===== src/rtl/tm_alarm_pkg.sv =====
package tm_alarm_pkg;
  localparam int DW = 8;
  localparam int AW = 3;

  localparam logic [AW-1:0] ADR_SEC  = 3'd0;
  localparam logic [AW-1:0] ADR_MIN  = 3'd1;
  localparam logic [AW-1:0] ADR_HR   = 3'd2;
  localparam logic [AW-1:0] ADR_CTRL = 3'd3;
  localparam logic [AW-1:0] ADR_STAT = 3'd4;

  // all three fields equal, every bit of each byte compared
  function automatic logic time_equal(
    input logic [DW-1:0] s, input logic [DW-1:0] m, input logic [DW-1:0] h,
    input logic [DW-1:0] as, input logic [DW-1:0] am, input logic [DW-1:0] ah);
    return (s == as) && (m == am) && (h == ah);
  endfunction

  // single flag bit placed in an otherwise zero byte
  function automatic logic [DW-1:0] bit0_byte(input logic b);
    return {{(DW-1){1'b0}}, b};
  endfunction
endpackage


===== src/rtl/tm_alarm_regs.sv =====
module tm_alarm_regs
  import tm_alarm_pkg::*;
(
  input  logic          clk,
  input  logic          rst_n,
  input  logic          wr,
  input  logic [AW-1:0] addr,
  input  logic [DW-1:0] wdata,
  output logic [DW-1:0] al_sec,
  output logic [DW-1:0] al_min,
  output logic [DW-1:0] al_hr,
  output logic          alarm_en
);
  always_ff @(posedge clk) begin
    if (!rst_n) begin
      al_sec   <= '0;
      al_min   <= '0;
      al_hr    <= '0;
      alarm_en <= 1'b0;
    end else if (wr) begin
      case (addr)
        ADR_SEC:  al_sec   <= wdata;
        ADR_MIN:  al_min   <= wdata;
        ADR_HR:   al_hr    <= wdata;
        ADR_CTRL: alarm_en <= wdata[0];
        default: ;
      endcase
    end
  end
endmodule


===== src/rtl/tm_alarm_match.sv =====
module tm_alarm_match
  import tm_alarm_pkg::*;
(
  input  logic          clk,
  input  logic          rst_n,
  input  logic          tick,
  input  logic [DW-1:0] cur_sec,
  input  logic [DW-1:0] cur_min,
  input  logic [DW-1:0] cur_hr,
  input  logic [DW-1:0] al_sec,
  input  logic [DW-1:0] al_min,
  input  logic [DW-1:0] al_hr,
  output logic          hit
);
  logic tick_q;

  always_ff @(posedge clk) begin
    if (!rst_n) tick_q <= 1'b0;
    else        tick_q <= tick;
  end

  assign hit = tick_q && time_equal(cur_sec, cur_min, cur_hr, al_sec, al_min, al_hr);
endmodule


===== src/rtl/tm_alarm_status.sv =====
module tm_alarm_status (
  input  logic clk,
  input  logic rst_n,
  input  logic hit,
  input  logic clr_req,
  input  logic alarm_en,
  output logic flag,
  output logic irq_n
);
  always_ff @(posedge clk) begin
    if (!rst_n)       flag <= 1'b0;
    else if (hit)     flag <= 1'b1;
    else if (clr_req) flag <= 1'b0;
  end

  assign irq_n = ~(flag & alarm_en);
endmodule


===== src/rtl/tm_alarm_unit.sv =====
module tm_alarm_unit
  import tm_alarm_pkg::*;
(
  input  logic          clk,
  input  logic          rst_n,
  input  logic          tick,
  input  logic [DW-1:0] cur_sec,
  input  logic [DW-1:0] cur_min,
  input  logic [DW-1:0] cur_hr,
  input  logic          reg_wr,
  input  logic          reg_rd,
  input  logic [AW-1:0] reg_addr,
  input  logic [DW-1:0] reg_wdata,
  output logic [DW-1:0] reg_rdata,
  output logic          irq_n
);
  logic [DW-1:0] al_sec, al_min, al_hr;
  logic          alarm_en;
  logic          cmp_hit;
  logic          stat_clr;
  logic          alarm_flag;

  assign stat_clr = reg_rd && (reg_addr == ADR_STAT);

  tm_alarm_regs u_regs (
    .clk(clk), .rst_n(rst_n), .wr(reg_wr), .addr(reg_addr), .wdata(reg_wdata),
    .al_sec(al_sec), .al_min(al_min), .al_hr(al_hr), .alarm_en(alarm_en)
  );

  tm_alarm_match u_match (
    .clk(clk), .rst_n(rst_n), .tick(tick),
    .cur_sec(cur_sec), .cur_min(cur_min), .cur_hr(cur_hr),
    .al_sec(al_sec), .al_min(al_min), .al_hr(al_hr), .hit(cmp_hit)
  );

  tm_alarm_status u_status (
    .clk(clk), .rst_n(rst_n), .hit(cmp_hit), .clr_req(stat_clr),
    .alarm_en(alarm_en), .flag(alarm_flag), .irq_n(irq_n)
  );

  always_comb begin
    case (reg_addr)
      ADR_SEC:  reg_rdata = al_sec;
      ADR_MIN:  reg_rdata = al_min;
      ADR_HR:   reg_rdata = al_hr;
      ADR_CTRL: reg_rdata = bit0_byte(alarm_en);
      ADR_STAT: reg_rdata = bit0_byte(alarm_flag);
      default:  reg_rdata = '0;
    endcase
  end
endmodule


===== config.mk =====
export PLATFORM = sky130hd
export DESIGN_NAME = tm_alarm_unit
export DESIGN_NICKNAME = d
export VERILOG_FILES = /design/src/rtl/tm_alarm_pkg.sv /design/src/rtl/tm_alarm_regs.sv /design/src/rtl/tm_alarm_match.sv /design/src/rtl/tm_alarm_status.sv /design/src/rtl/tm_alarm_unit.sv
export SDC_FILE = /design/constraint.sdc
export NUM_CORES = 1
export LEC_CHECK = 0
export BUFFER_PORTS_ARGS = -buffer_cell sky130_fd_sc_hd__buf_2
export CORE_UTILIZATION = 35
export CTS_BUF_LIST = sky130_fd_sc_hd__clkbuf_8
export DETAILED_ROUTE_END_ITERATION = 8
export GPL_ROUTABILITY_DRIVEN = 0
export SETUP_SLACK_MARGIN = 0.4
export SLEW_MARGIN = 15
export SYNTH_ARGS = -nofsm -noshare
export SYNTH_HDL_FRONTEND = slang
export SYNTH_SLANG_ARGS = --single-unit

===== constraint.sdc =====
create_clock -name clk -period 2.1 [get_ports clk]
set_input_delay 0.63 -clock clk [delete_from_list [all_inputs] [get_ports clk]]
set_output_delay 0.63 -clock clk [all_outputs]
set_load 0.01 [all_outputs]

==> reports/qor.csv <==
metric;value;unit
Fin. Hold Viols;0;
Syn Area/Cell;8.434;sq um
reg-to-reg startpoint;u_regs.al_hr[7];
routed len/inst;14.47;um
clock tree buffer depth;2;
Avg Vias per Cell;4.801;
fmax;479.2;MHz
Critical Path RT;1470;ps
Worst Hold Path EP;u_regs.al_min[6];
FP Rows;23;
Max-Cap Viols;0;
Post-DP Area;1826;sq um
Hold Crit Class;register to register;
Max VDD drop;0.2674;mV
Pre-Repair DR Iteration Count;4;
Leak Pwr;0.0007330;uW
CP arrival;1460;ps
# setup viols final;0;
Final Util;47.00;%
Worst setup SP type;input pin;
CTS buffer count;3;
max-slew violations;0;
CTS Sinks;27;
worst r2r path cells;4;
Placeable Area;4086;sq um
Yosys Warn Count;0;
clock-pin slew on the worst setup and hold paths;90;ps
HP Start;u_regs.al_min[6];
DRT met1 WL;1995;um
Worst Hold Depth;2;
outcome;finished, final reports clean;
WS Path Type;input pin to output port;
sw frac;26.01;%
Gate power share;16.7;%
mapped cell area;1526;sq um
Flop pwr share;52.9;%
Routed Antenna Nets;0;
P_sw;261.8;uW
DR vias;1354;
measured slew at the worst slew-check pin;358.1;ps
worst skew pair latency;270;ps
cts hold-fix bufs;0;
fraction of layout cells with a size suffix above 1;30.17;%
io pins;49;
Post-Synthesis Cells;181;
Syn Nets;221;
# port buffers;48;
Initial DRC Count;58;
Crit. End Element;output port;
Final period util;99.38;%
area growth from synthesis to layout;25.82;%
largest net degree at the start of global routing;26;
DRC;0;
metal2 WL;1939;um
worst rel slew slack;76.07;%
RSZ-0062 raised after global routing;yes;
TNS Setup;0;ps
CP max FO;4;
initial antenna violation count;0;
r2r setup slk;900;ps
#FFs+latches synth;27;
die width;68.04;um
post-route cell area;1921;sq um
Routed WL;4081;um
FF-to-FF End;u_status.flag;
first-pass GRT wire length;6285;um
fin nets;273;
All-Layer GR Usage;18.72;%
root buffer cell;clkbuf_8;
post-DP HPWL;3028;um
top routing layer used;met4;
Diodes inserted;0;
vias in the first global route;1292;
Tmin final;2087;ps
die area;4629;sq um
clock share of power;30.3;%
DR WL met3;128;um
Pwr Density;523.9;nW/um^2
Int Pwr;744.5;uW
Die H;68.04;um
Unique masters post-synth;26;
skew final;5.798;ps
grt ovf;0;
Final Power;1006;uW
register area share after synthesis;35.41;%
CTS tree;yes;
Starting Density;37.35;%
H-tree depth;1;
## registers in the layout (all words and copies together) (netlist names)
name and count:
u_status.flag 1, u_regs.al_sec 8, u_regs.alarm_en 1, u_regs.al_hr 8
u_regs.al_min 8, u_match.tick_q 1
## Yosys cell counts
library cell | count | area (sq um)
nand3_1 | 5 | 25.02
mux4_2 | 1 | 22.52
nor4_1 | 1 | 6.260
clkbuf_1 | 4 | 15.01
nor2b_1 | 10 | 62.56
and3b_1 | 1 | 8.760
o21ai_1 | 1 | 5.000
nand4_1 | 5 | 31.28
buf_8 | 1 | 15.01
a21oi_1 | 7 | 35.03
and2_4 | 1 | 8.760
nor3_1 | 1 | 5.000
and2_1 | 2 | 12.51
nand2_1 | 34 | 127.6
nor2_1 | 15 | 56.30
a21boi_0 | 14 | 105.1
and2b_1 | 1 | 7.510
xnor2_1 | 24 | 210.2
dfxtp_1 | 27 | 540.5
inv_1 | 1 | 3.750
buf_4 | 2 | 15.01
mux2i_1 | 16 | 160.2
nand3b_1 | 1 | 7.510
a32o_1 | 1 | 10.01
buf_2 | 3 | 15.01
a21boi_1 | 2 | 15.01
## worst max path at each step
| stage | startpoint | to |
|---|---|---|
| after global placement | reg_addr[0] | reg_rdata[0] |
| after global routing | reg_addr[0] | reg_rdata[7] |
| after CTS | reg_addr[0] | reg_rdata[0] |
| after floorplan | reg_addr[0] | reg_rdata[0] |
| final | reg_addr[0] | reg_rdata[0] |
| after detailed placement | reg_addr[0] | reg_rdata[0] |
## logic make-up after synthesis
| logic type | count (synthesis) | synth area share (%) |
|---|---|---|
| mux | 17 | 11.97 |
| compound gates | 25 | 11.15 |
| flops | 27 | 35.41 |
| buf+inv | 11 | 4.179 |
| xor+xnor | 24 | 13.77 |
| simple gates | 77 | 23.52 |
## stage by stage
step	instances	hold WS, ps	setup slack, ps
2_1_floorplan	181	460.2	115.0
3_3_place_gp	276	480.2	-29.35
3_5_place_dp	276	484.9	-46.41
4_1_cts	280	498.9	16.62
5_1_grt	282	525.1	-41.37
6_report	282	495.5	13.06
## power by group through the flow
stage	Sequential, uW	Clock (uW)	Combinational, uW
floorplan	542	0	92.1
global placement	545	0	161
detailed placement	545	0	161
CTS	533	309	164
global route	535	323	184
finish	533	305	168
## critical path: stages
cell and delay (ps):
buf_8 90, mux4_2 500, inv_2 70, o21ai_2 40, buf_2 140
## final cells by class
cell class,count,area (sq um)
clock buffer,3,41.29
clock inverter,1,5.005
fill,435,2166
inverter,1,3.754
multi-input combinational,143,938.4
sequential,27,540.5
tap,50,62.56
timing repair buffer,57,329.1
## layout by cell type, fill, tap and decap left out, types with 3 or more instances in the layout
cell      netlist  routed
a21boi_0       14      14
a21oi_1         7       5
buf_2           3      47
buf_4           2       6
buf_6           0       3
clkbuf_8        0       3
dfxtp_1        27      27
mux2i_1        16      16
nand2_1        34      34
nand3_1         5       5
nand4_1         5       5
nor2_1         15      15
nor2b_1        10       9
xnor2_1        24      24
## layer usage
metal | GRT usage (%) | vias up
met1 | 24.70 | 617
met2 | 32.48 | 33
met5 | 0 | -
li1 | - | 702
met4 | 4.688 | 0
met3 | 1.667 | 2
## timing repair
item / 4_1_cts / 5_1_grt
setup endpoints to repair: 8 / 14
buffers inserted: 0 / 2
gates resized for setup: 4 / 7
pin swaps: 0 / 6
No activity file was read; power rests on OpenSTA's default activity.
